`src/rtl/sweep_pkg.sv`:
```
package sweep_pkg;

    localparam int SLOT_CHARS = 8;
    localparam int CHAR_W     = 8;
    localparam int WORD_W     = SLOT_CHARS * CHAR_W;
    localparam int LEN_W      = $clog2(SLOT_CHARS + 1);

    typedef struct packed {
        logic [LEN_W-1:0]                  len;
        logic [SLOT_CHARS-1:0][CHAR_W-1:0] ch;
    } cand_t;

    function automatic cand_t first_cand(input int lo);
        cand_t c;
        c       = '0;
        c.len   = LEN_W'(1);
        c.ch[0] = CHAR_W'(lo);
        return c;
    endfunction

    function automatic logic [WORD_W-1:0] cand_to_word(input cand_t c);
        return c.ch;
    endfunction

    function automatic logic chars_in_range(input cand_t c, input int lo, input int hi);
        logic ok;
        ok = 1'b1;
        for (int i = 0; i < SLOT_CHARS; i++) begin
            if (i < int'(c.len)) begin
                if (int'(c.ch[i]) < lo || int'(c.ch[i]) > hi) ok = 1'b0;
            end else if (c.ch[i] != '0) begin
                ok = 1'b0;
            end
        end
        return ok;
    endfunction

endpackage

```
`src/rtl/sweep_step.sv`:
```
module sweep_step
    import sweep_pkg::*;
#(
    parameter int MAX_LEN = 8,
    parameter int CHAR_LO = 32,
    parameter int CHAR_HI = 126
) (
    input  cand_t cur,
    output cand_t nxt,
    output logic  over
);
    localparam logic [CHAR_W-1:0] LO_C = CHAR_W'(CHAR_LO);
    localparam logic [CHAR_W-1:0] HI_C = CHAR_W'(CHAR_HI);

    logic carry;

    always_comb begin
        nxt   = cur;
        carry = 1'b1;
        over  = 1'b0;
        for (int i = 0; i < SLOT_CHARS; i++) begin
            if (carry && (i < int'(cur.len))) begin
                if (cur.ch[i] == HI_C) begin
                    nxt.ch[i] = LO_C;
                end else begin
                    nxt.ch[i] = cur.ch[i] + CHAR_W'(1);
                    carry     = 1'b0;
                end
            end
        end
        if (carry) begin
            if (int'(cur.len) >= MAX_LEN) begin
                over = 1'b1;
            end else begin
                nxt.len = cur.len + LEN_W'(1);
                for (int i = 0; i < SLOT_CHARS; i++) begin
                    if (i == int'(cur.len)) nxt.ch[i] = LO_C;
                end
            end
        end
    end

endmodule

```
`src/rtl/sweep_hit_pick.sv`:
```
module sweep_hit_pick
    import sweep_pkg::*;
#(
    parameter int NUM_WORKERS = 2
) (
    input  logic [NUM_WORKERS-1:0]        hit,
    input  logic [NUM_WORKERS*WORD_W-1:0] hit_word,
    input  logic [NUM_WORKERS*LEN_W-1:0]  hit_len,
    output logic                          any_hit,
    output logic [WORD_W-1:0]             sel_word,
    output logic [LEN_W-1:0]              sel_len
);
    always_comb begin
        any_hit  = 1'b0;
        sel_word = '0;
        sel_len  = '0;
        for (int k = NUM_WORKERS - 1; k >= 0; k--) begin
            if (hit[k]) begin
                any_hit  = 1'b1;
                sel_word = hit_word[k*WORD_W +: WORD_W];
                sel_len  = hit_len[k*LEN_W +: LEN_W];
            end
        end
    end

endmodule

```
`src/rtl/pwd_sweep.sv`:
```
module pwd_sweep
    import sweep_pkg::*;
#(
    parameter int NUM_WORKERS = 2,
    parameter int MAX_LEN     = 8,
    parameter int CHAR_LO     = 32,
    parameter int CHAR_HI     = 126
) (
    input  logic                          clk,
    input  logic                          rst,
    input  logic                          start,
    input  logic [NUM_WORKERS-1:0]        hit,
    input  logic [NUM_WORKERS*WORD_W-1:0] hit_word,
    input  logic [NUM_WORKERS*LEN_W-1:0]  hit_len,
    output logic [NUM_WORKERS-1:0]        cand_valid,
    output logic [NUM_WORKERS*WORD_W-1:0] cand_word,
    output logic [NUM_WORKERS*LEN_W-1:0]  cand_len,
    output logic                          done,
    output logic                          exhausted,
    output logic [WORD_W-1:0]             result_word,
    output logic [LEN_W-1:0]              result_len
);
    localparam logic [NUM_WORKERS-1:0] ONE_W   = NUM_WORKERS'(1);
    localparam cand_t                  FIRST_C = first_cand(CHAR_LO);

    cand_t                base_q;
    logic                 running_q;
    logic                 armed_q;
    cand_t                slot   [NUM_WORKERS+1];
    logic [NUM_WORKERS:0] slot_ok;
    logic [NUM_WORKERS-1:0] step_over;

    logic                 any_hit;
    logic [WORD_W-1:0]    pick_word;
    logic [LEN_W-1:0]     pick_len;

    assign slot[0]    = base_q;
    assign slot_ok[0] = 1'b1;

    for (genvar k = 0; k < NUM_WORKERS; k++) begin : g_chain
        sweep_step #(
            .MAX_LEN (MAX_LEN),
            .CHAR_LO (CHAR_LO),
            .CHAR_HI (CHAR_HI)
        ) u_step (
            .cur  (slot[k]),
            .nxt  (slot[k+1]),
            .over (step_over[k])
        );
        assign slot_ok[k+1] = slot_ok[k] & ~step_over[k];

        assign cand_valid[k]                  = running_q & slot_ok[k];
        assign cand_word[k*WORD_W +: WORD_W]  = cand_to_word(slot[k]);
        assign cand_len[k*LEN_W +: LEN_W]     = slot[k].len;


        char_range_chk: assert property (@(posedge clk) disable iff (rst)
            cand_valid[k] |-> chars_in_range(slot[k], CHAR_LO, CHAR_HI));


        len_bound_chk: assert property (@(posedge clk) disable iff (rst)
            cand_valid[k] |-> (int'(cand_len[k*LEN_W +: LEN_W]) >= 1 &&
                               int'(cand_len[k*LEN_W +: LEN_W]) <= MAX_LEN));
    end

    sweep_hit_pick #(
        .NUM_WORKERS (NUM_WORKERS)
    ) u_pick (
        .hit      (hit),
        .hit_word (hit_word),
        .hit_len  (hit_len),
        .any_hit  (any_hit),
        .sel_word (pick_word),
        .sel_len  (pick_len)
    );

    always_ff @(posedge clk) begin
        if (rst) begin
            base_q      <= FIRST_C;
            running_q   <= 1'b0;
            armed_q     <= 1'b0;
            done        <= 1'b0;
            exhausted   <= 1'b0;
            result_word <= '0;
            result_len  <= '0;
        end else if (start) begin
            base_q      <= FIRST_C;
            running_q   <= 1'b1;
            armed_q     <= 1'b1;
            done        <= 1'b0;
            exhausted   <= 1'b0;
        end else if (armed_q && any_hit) begin
            running_q   <= 1'b0;
            armed_q     <= 1'b0;
            done        <= 1'b1;
            result_word <= pick_word;
            result_len  <= pick_len;
        end else if (running_q) begin
            if (!slot_ok[NUM_WORKERS]) begin
                running_q <= 1'b0;
                exhausted <= 1'b1;
            end else begin
                base_q    <= slot[NUM_WORKERS];
            end
        end
    end


    quiet_when_done_chk: assert property (@(posedge clk) disable iff (rst)
        done |-> cand_valid == '0);


    valid_prefix_chk: assert property (@(posedge clk) disable iff (rst)
        (cand_valid & (cand_valid + ONE_W)) == '0);


    result_hold_chk: assert property (@(posedge clk) disable iff (rst)
        (done && !start) |=> (done && $stable(result_word) && $stable(result_len)));


    quiet_when_exhausted_chk: assert property (@(posedge clk) disable iff (rst)
        exhausted |-> cand_valid == '0);


    first_after_start_chk: assert property (@(posedge clk) disable iff (rst)
        $past(start && !rst) |-> (cand_valid[0] && int'(cand_len[LEN_W-1:0]) == 1 &&
                                  cand_word[WORD_W-1:0] == WORD_W'(CHAR_LO)));

endmodule

```
`config.mk`:
```
export PLATFORM = sky130hd
export DESIGN_NAME = pwd_sweep
export DESIGN_NICKNAME = d
export VERILOG_FILES = /design/src/rtl/sweep_pkg.sv /design/src/rtl/sweep_step.sv /design/src/rtl/sweep_hit_pick.sv /design/src/rtl/pwd_sweep.sv
export SDC_FILE = /design/constraint.sdc
export NUM_CORES = 1
export LEC_CHECK = 0
export ABC_AREA = 1
export BUFFER_PORTS_ARGS = -buffer_cell sky130_fd_sc_hd__buf_2
export CORE_UTILIZATION = 57
export CTS_CLUSTER_DIAMETER = 200
export CTS_CLUSTER_SIZE = 14
export DETAILED_ROUTE_END_ITERATION = 6
export GPL_TIMING_DRIVEN = 1
export PLACE_DENSITY = 0.88
export SLEW_MARGIN = 20
export SYNTH_ARGS = -nofsm -noshare
export SYNTH_HDL_FRONTEND = slang
export SYNTH_SLANG_ARGS = --single-unit
```
`constraint.sdc`:
```
create_clock -name clk -period 10.57 [get_ports clk]
set_input_delay 3.171 -clock clk [delete_from_list [all_inputs] [get_ports clk]]
set_output_delay 3.171 -clock clk [all_outputs]
set_load 0.02 [all_outputs]
```
Word-level counts from Yosys, hierarchy flattened:

Cells that the tools add are included.

* bits in registers: 140
* memories kept: 0
* output and inout port bits: 208
* ROM bits: 0
* input bits: 141
* word-level logic and storage cells: 210
* latch bits: 0
* bits in writable memories: 0

* magnitude comparators: 18
* reductions and logical operators: 22
* divide/modulo/power cells: 0
* $mul: 0
* bitwise logic cells: 7
* equality and inequality tests: 30
* add/sub/neg operators: 18
* shift-type cells: 0
* mux-type cells: 100

Operator list (number)
* two-way mux 8 bit: 48
* two-way mux 68 bit: 4
* adder 8 x 1 -> 8 bit, second input constant: 16
* equality test 8 x 7 -> 1 bit, second input constant: 16
* two-way mux 64 bit: 2
* two-way mux 1 bit: 44
* equality test 4 bit, first input constant: 8
* less-than comparator 3 x 4 -> 1 bit, first input constant: 8
* equality test 3 x 4 -> 1 bit, first input constant: 4
* less-than comparator 1 x 4 -> 1 bit, first input constant: 4
* less-than comparator 2 x 4 -> 1 bit, first input constant: 4
* logical AND 1 bit: 15
* adder 4 x 1 -> 4 bit, second input constant: 2
* equality test 2 x 4 -> 1 bit, first input constant: 2
* >= comparator 4 bit, second input constant: 2
* logical NOT 4 bit: 2
* two-way mux 4 bit: 2
* AND reduction 3 bit: 2
* NOT 1 bit: 5
* bitwise AND 1 bit: 2
* AND reduction 2 bit: 1
* nonzero test 2 bit: 1
* OR reduction 2 bit: 1

Longest topological paths before layout:

* depth after elaboration: 44
* mapped depth: 32
* gate-level depth less buffers: 31

Hierarchy:

Synthesis repeated with hierarchy kept, for this count alone.

* cell total of the unflattened synthesis: 2078
* area total of the unflattened synthesis: 12453.2 sq um

By module, submodules not included
* pwd_sweep: instances 1, area each 5948.2 sq um, cells an instance 823, seq. area each 2802.7 sq um
* sweep_step: instances 2, area each 2687.6 sq um, cells an instance 513, seq. area each 0.0 sq um
* sweep_hit_pick: instances 1, area each 1129.8 sq um, cells an instance 229, seq. area each 0.0 sq um

Least setup slack after synthesis:

Ideal clock, no wire load.

* kind: register to output
* from: reg base_q (netlist bit cand_len[0])
* to: out cand_word[120]
* path buffers: 0
* setup slack: 4609 ps
* cell stages (with the launch flop): 16
* required time: 7399 ps
* arrival time: 2790 ps
* cell sequence: dfxtp_1 > inv_1 > ha_1 > nand2_2 > nand2_2 > o21ai_2 > a21oi_2 > nand4_2 > o211ai_2 > a21oi_4 > inv_2 > nor2_8 > nand2_2 > o21ai_0 > inv_1 > nor2_1

* word-level cells in the longest chain between the ends: 19
* elaborated cells on any way between the ends: 36
* those cells by class: order compare: 9; eq/ne: 1; mux: 19; reduce/logical: 7

RTL lines
* start: declaration: RTL line pwd_sweep.sv:26 `cand_t base_q;`
* start signal: assignment: RTL line pwd_sweep.sv:103 `base_q <= slot[NUM_WORKERS];`
* less-than comparator 1 x 4 -> 1 bit: RTL line sweep_step.sv:22 `if (carry && (i < int'(cur.len))) begin`
* two-way mux 1 bit: RTL line sweep_step.sv:22
* two-way mux 1 bit or logical AND 1 bit (tied branches): RTL line sweep_step.sv:23, sweep_step.sv:22
* two-way mux 1 bit: RTL line sweep_step.sv:22
* two-way mux 1 bit or logical AND 1 bit (tied branches): RTL line sweep_step.sv:23, sweep_step.sv:22
* two-way mux 1 bit: RTL line sweep_step.sv:22
* two-way mux 1 bit or logical AND 1 bit (tied branches): RTL line sweep_step.sv:23, sweep_step.sv:22
* two-way mux 1 bit: RTL line sweep_step.sv:22
* [... 3 more ...]
* two-way mux 1 bit: RTL line sweep_step.sv:22
* two-way mux 1 bit or logical AND 1 bit (tied branches): RTL line sweep_step.sv:23, sweep_step.sv:22
* two-way mux 1 bit: RTL line sweep_step.sv:22
* logical AND 1 bit: RTL line sweep_step.sv:22
* two-way mux 8 bit: RTL line sweep_step.sv:22
* two-way mux 8 bit: RTL line sweep_step.sv:37 `if (i == int'(cur.len)) nxt.ch[i] = LO_C;`
* two-way mux 68 bit: RTL line sweep_step.sv:32 `if (int'(cur.len) >= MAX_LEN) begin`
* two-way mux 68 bit *: RTL line sweep_step.sv:31 `if (carry) begin`
* end: declaration: RTL line pwd_sweep.sv:16 `output logic [NUM_WORKERS*WORD_W-1:0] cand_word,`

Every way passes the cells marked *; elsewhere a longest branch is shown, timed or not.

Worst setup path in the final report:

Same ends and word-level chain as after synthesis.

==> impl_metrics.prom <==
# TYPE chip_impl_metric gauge
chip_impl_metric{name="numPlacedInstances",unit=""} 2371
chip_impl_metric{name="worstPathRequired",unit="ps"} 7400
chip_impl_metric{name="drtIter0Drc",unit=""} 1094
chip_impl_metric{name="worstPathMaxFanout",unit=""} 10
chip_impl_metric{name="final_max_slew_viol_count",unit=""} 0
chip_impl_metric{name="synth_fp_nets",unit=""} 2018
chip_impl_info{name="synth_top_cells_by_area",value="sky130_fd_sc_hd__dfxtp_1 25%, sky130_fd_sc_hd__nand2_1 16%, sky130_fd_sc_hd__a21oi_1 8.4%, sky130_fd_sc_hd__nor2_1 7.6%, sky130_fd_sc_hd__inv_1 6.7%"} 1
chip_impl_metric{name="max_freq",unit="MHz"} 146
chip_impl_metric{name="synth.yosys.seq_area_share",unit=""} 0.253
chip_impl_info{name="synth_top_flop_cell",value="sky130_fd_sc_hd__dfxtp_1"} 1
chip_impl_metric{name="track_usage",unit=""} 0.365
chip_impl_metric{name="synth.yosys.warnings",unit=""} 0
chip_impl_metric{name="mean_instance_size_in_the_synthesized_netlist",unit="um2"} 6.04
chip_impl_metric{name="cpPeakStageDelay",unit="ps"} 490
chip_impl_metric{name="num_vias",unit=""} 13267
chip_impl_metric{name="cts_made_buffers",unit=""} 17
chip_impl_metric{name="detail-route-antenna-nets",unit=""} 0
chip_impl_metric{name="powerDensity",unit="nW/um2"} 107
chip_impl_metric{name="grt_remaining_overflow",unit=""} 0
chip_impl_metric{name="cts_hold_buffers",unit=""} 0
chip_impl_info{name="rsz0062_at_grt",value="false"} 1
chip_impl_metric{name="insertion_delay",unit="ps"} 430
chip_impl_metric{name="drt_wl_total",unit="um"} 37300
chip_impl_info{name="critical-path-top-cell-by-count",value="sky130_fd_sc_hd__nand2_2"} 1
chip_impl_metric{name="synthCells",unit=""} 1836
chip_impl_metric{name="core_region_area",unit="um2"} 18900
chip_impl_info{name="cts_root_buf",value="sky130_fd_sc_hd__clkbuf_16"} 1
chip_impl_info{name="cts_tree",value="yes"} 1
chip_impl_metric{name="fin_setup_tns",unit="ps"} 0
chip_impl_metric{name="dr.pass1.iters",unit=""} 6
chip_impl_metric{name="post-route-drc-count",unit=""} 0
chip_impl_metric{name="port_buffer_cells",unit=""} 348
chip_impl_metric{name="worst_pin_slew",unit="ps"} 1010
chip_impl_metric{name="antenna_found_initial",unit=""} 3
chip_impl_info{name="startpoint_kind_of_the_worst_setup_timing_path",value="register"} 1
chip_impl_metric{name="report.final.hold_viol_count",unit=""} 0
chip_impl_info{name="crit_path_cell_trace",value="inv_1 -> ha_1 -> nand2_2 -> nand2_2 -> o21ai_2 -> a21oi_2 -> nand4_2 -> o211ai_2 -> a21oi_4 -> inv_2 -> nor2_8 -> nand2_2 -> o21ai_0 -> inv_1 -> nor2_1 -> buf_2"} 1
chip_impl_metric{name="synth_seq_cells",unit=""} 140
chip_impl_metric{name="synth_cell_type_count",unit=""} 53
chip_impl_metric{name="avgViaCountPerCell",unit=""} 5.51
chip_impl_info{name="critPathKind",value="reg2out"} 1
chip_impl_metric{name="die_w",unit="um"} 141
chip_impl_metric{name="layout.nets",unit=""} 2312
chip_impl_info{name="hold_class",value="reg2reg"} 1
chip_impl_metric{name="worst_setup_hold_path_clk_slew",unit="ps"} 60
chip_impl_metric{name="final_core_util",unit=""} 0.711
chip_impl_metric{name="design_area",unit="um2"} 13400
chip_impl_metric{name="clock-sinks",unit=""} 140
chip_impl_metric{name="dieArea",unit="um2"} 20000
chip_impl_info{name="crit_slowest_cell",value="sky130_fd_sc_hd__dfxtp_1"} 1
chip_impl_metric{name="drive_gt1_frac",unit=""} 0.210
chip_impl_metric{name="cts_htree_levels",unit=""} 4
chip_impl_metric{name="gpl.final_weighted_congestion",unit=""} 0.998
chip_impl_metric{name="peakVddDrop",unit="mV"} 0.120
chip_impl_metric{name="nFillCells",unit=""} 1695
chip_impl_metric{name="floorplan.die.height",unit="um"} 141
chip_impl_metric{name="max_slew_margin",unit=""} 0.323
chip_impl_info{name="status",value="finished, final reports clean"} 1
chip_impl_info{name="yosys.area.top_type",value="sky130_fd_sc_hd__dfxtp_1"} 1
chip_impl_metric{name="global_route_wire_length_before_repair",unit="um"} 58800
chip_impl_info{name="critical_path.endpoint_type",value="primary output"} 1
chip_impl_metric{name="clock-skew-final",unit="ps"} 11.8
chip_impl_metric{name="post_synth_instance_area",unit="um2"} 11100
chip_impl_metric{name="synth_edf_count",unit=""} 0
chip_impl_metric{name="cts_repair_resize_count",unit=""} 0
chip_impl_metric{name="largest_net_degree_at_the_start_of_global_routing",unit=""} 105
chip_impl_metric{name="ioPinCount",unit=""} 349
chip_impl_metric{name="yosysTopAreaCellShare",unit=""} 0.253
chip_impl_metric{name="area_growth_syn_to_layout",unit="%"} 21.2
chip_impl_metric{name="avgRoutedWirePerCell",unit="um"} 15.5
chip_impl_metric{name="period_share",unit=""} 0.647
chip_impl_info{name="final_common_cell",value="sky130_fd_sc_hd__nand2_1"} 1
chip_impl_metric{name="final_period_minus_worst_setup_slack",unit="ps"} 6840
chip_impl_metric{name="setup_viol_count_final",unit=""} 0
chip_impl_metric{name="postCtsSetupRepairBufs",unit=""} 0
chip_impl_info{name="layout_common_cells",value="476 x sky130_fd_sc_hd__nand2_1, 348 x sky130_fd_sc_hd__buf_2, 224 x sky130_fd_sc_hd__nor2_1, 198 x sky130_fd_sc_hd__inv_1, 185 x sky130_fd_sc_hd__a21oi_1"} 1
chip_impl_metric{name="dp_hpwl",unit="um"} 28100
chip_impl_metric{name="first_global_vias",unit=""} 11938
chip_impl_metric{name="post_layout_nonfiller_instances",unit=""} 2407
chip_impl_metric{name="cts.path.max_buffers",unit=""} 2
chip_impl_metric{name="placement_rows",unit=""} 50
chip_impl_metric{name="initial_utilization",unit=""} 0.587
chip_impl_metric{name="report.power.total",unit="mW"} 1.43
chip_impl_metric{name="drv.max_cap_violation_count",unit=""} 0
chip_impl_metric{name="async_flop_share",unit=""} 0
chip_impl_metric{name="detailed_place.area",unit="um2"} 12900
chip_impl_metric{name="leakage",unit="nW"} 6.91
chip_impl_metric{name="crit_arrival",unit="ps"} 3670
==> registers in the layout, summed over array words and instances, names as in the netlist <==
signal	count
cand_word	64
result_word	64
cand_len	4
result_len	4
armed_q	1
done	1
exhausted	1
running_q	1
==> through the flow <==
step	setup WS, ps	hold slack, ps
after global routing	3490	495
after detailed placement	4250	456
after CTS	3770	465
final	3730	459
after floorplan	4610	436
after global placement	4460	447
==> power breakdown <==
part	internal [mW]	leakage (nW)	total, mW	switching [mW]
Sequential	0.545	1.14	0.561	0.0167
Clock	0.324	0.267	0.573	0.249
Combinational	0.0977	5.51	0.299	0.201
==> cell families (layout without fill, tap and decap cells) <==
family	count (synthesis)	after routing	share of synthesized area
AND/OR/NAND/NOR	933	933	0.359
AO/OA/AOI/OAI	348	348	0.179
buffers and inverters	307	614	0.109
flip-flops	140	140	0.253
XOR/XNOR	67	67	0.0529
adder cells (fa/ha/maj)	41	41	0.0463
other	0	4	0
==> synthesized netlist by cell type (6+ instances only) <==
cell type and n:
sky130_fd_sc_hd__nand2_1 477, sky130_fd_sc_hd__nor2_1 225, sky130_fd_sc_hd__inv_1 198, sky130_fd_sc_hd__a21oi_1 185
sky130_fd_sc_hd__dfxtp_1 140, sky130_fd_sc_hd__nand3_1 136, sky130_fd_sc_hd__xor2_1 62, sky130_fd_sc_hd__clkbuf_1 56
sky130_fd_sc_hd__o21ai_0 56, sky130_fd_sc_hd__o22ai_1 55, sky130_fd_sc_hd__ha_1 41, sky130_fd_sc_hd__nor3_1 23
sky130_fd_sc_hd__nand4_1 21, sky130_fd_sc_hd__inv_2 17, sky130_fd_sc_hd__buf_2 13, sky130_fd_sc_hd__o21ai_1 13
sky130_fd_sc_hd__clkinv_1 12, sky130_fd_sc_hd__nor4_1 10, sky130_fd_sc_hd__buf_4 9, sky130_fd_sc_hd__nand2_2 9
sky130_fd_sc_hd__nor2_2 8, sky130_fd_sc_hd__o31ai_1 6
==> layout make-up <==
cell class | count | area [um2] | area share
inverters | 227 | 853 | 0.0635
well taps | 260 | 325 | 0.0242
clock buffers | 19 | 433 | 0.0322
diodes | 4 | 10.0 | 0.000745
repair buffers | 355 | 1790 | 0.134
clock inverters | 13 | 118 | 0.00876
flip-flops and latches | 140 | 2800 | 0.209
multi-input cells | 1389 | 7090 | 0.528
==> critical path, delay by kind of cell, from the launching register on <==
kind | cells | cell delay, ps
adders and majority gates | 1 | 260
and+or+nand+nor | 6 | 960
buffers and inverters | 4 | 580
AOI/OAI and AO/OA | 5 | 930
DFF | 1 | 490
==> routing by layer <==
layer | up-vias | wire (um) | GRT usage
li1 | 6560 | - | -
met1 | 5917 | 15300 | 0.458
met2 | 666 | 17000 | 0.592
met3 | 124 | 3060 | 0.0668
met4 | 0 | 1930 | 0.204
met5 | - | 0 | 0
==> path summary, 6_finish.rpt <==
path	from	endpoint	slack, ps	cells past startpoint
setup / recovery	cand_len[0]	cand_word[120]	3730	16
hold / removal	armed_q	armed_q	460	2
setup reg to reg	cand_len[0]	cand_word[36]	4560	24
hold reg to reg	armed_q	armed_q	460	2
No activity file was read; power rests on OpenSTA's default activity.
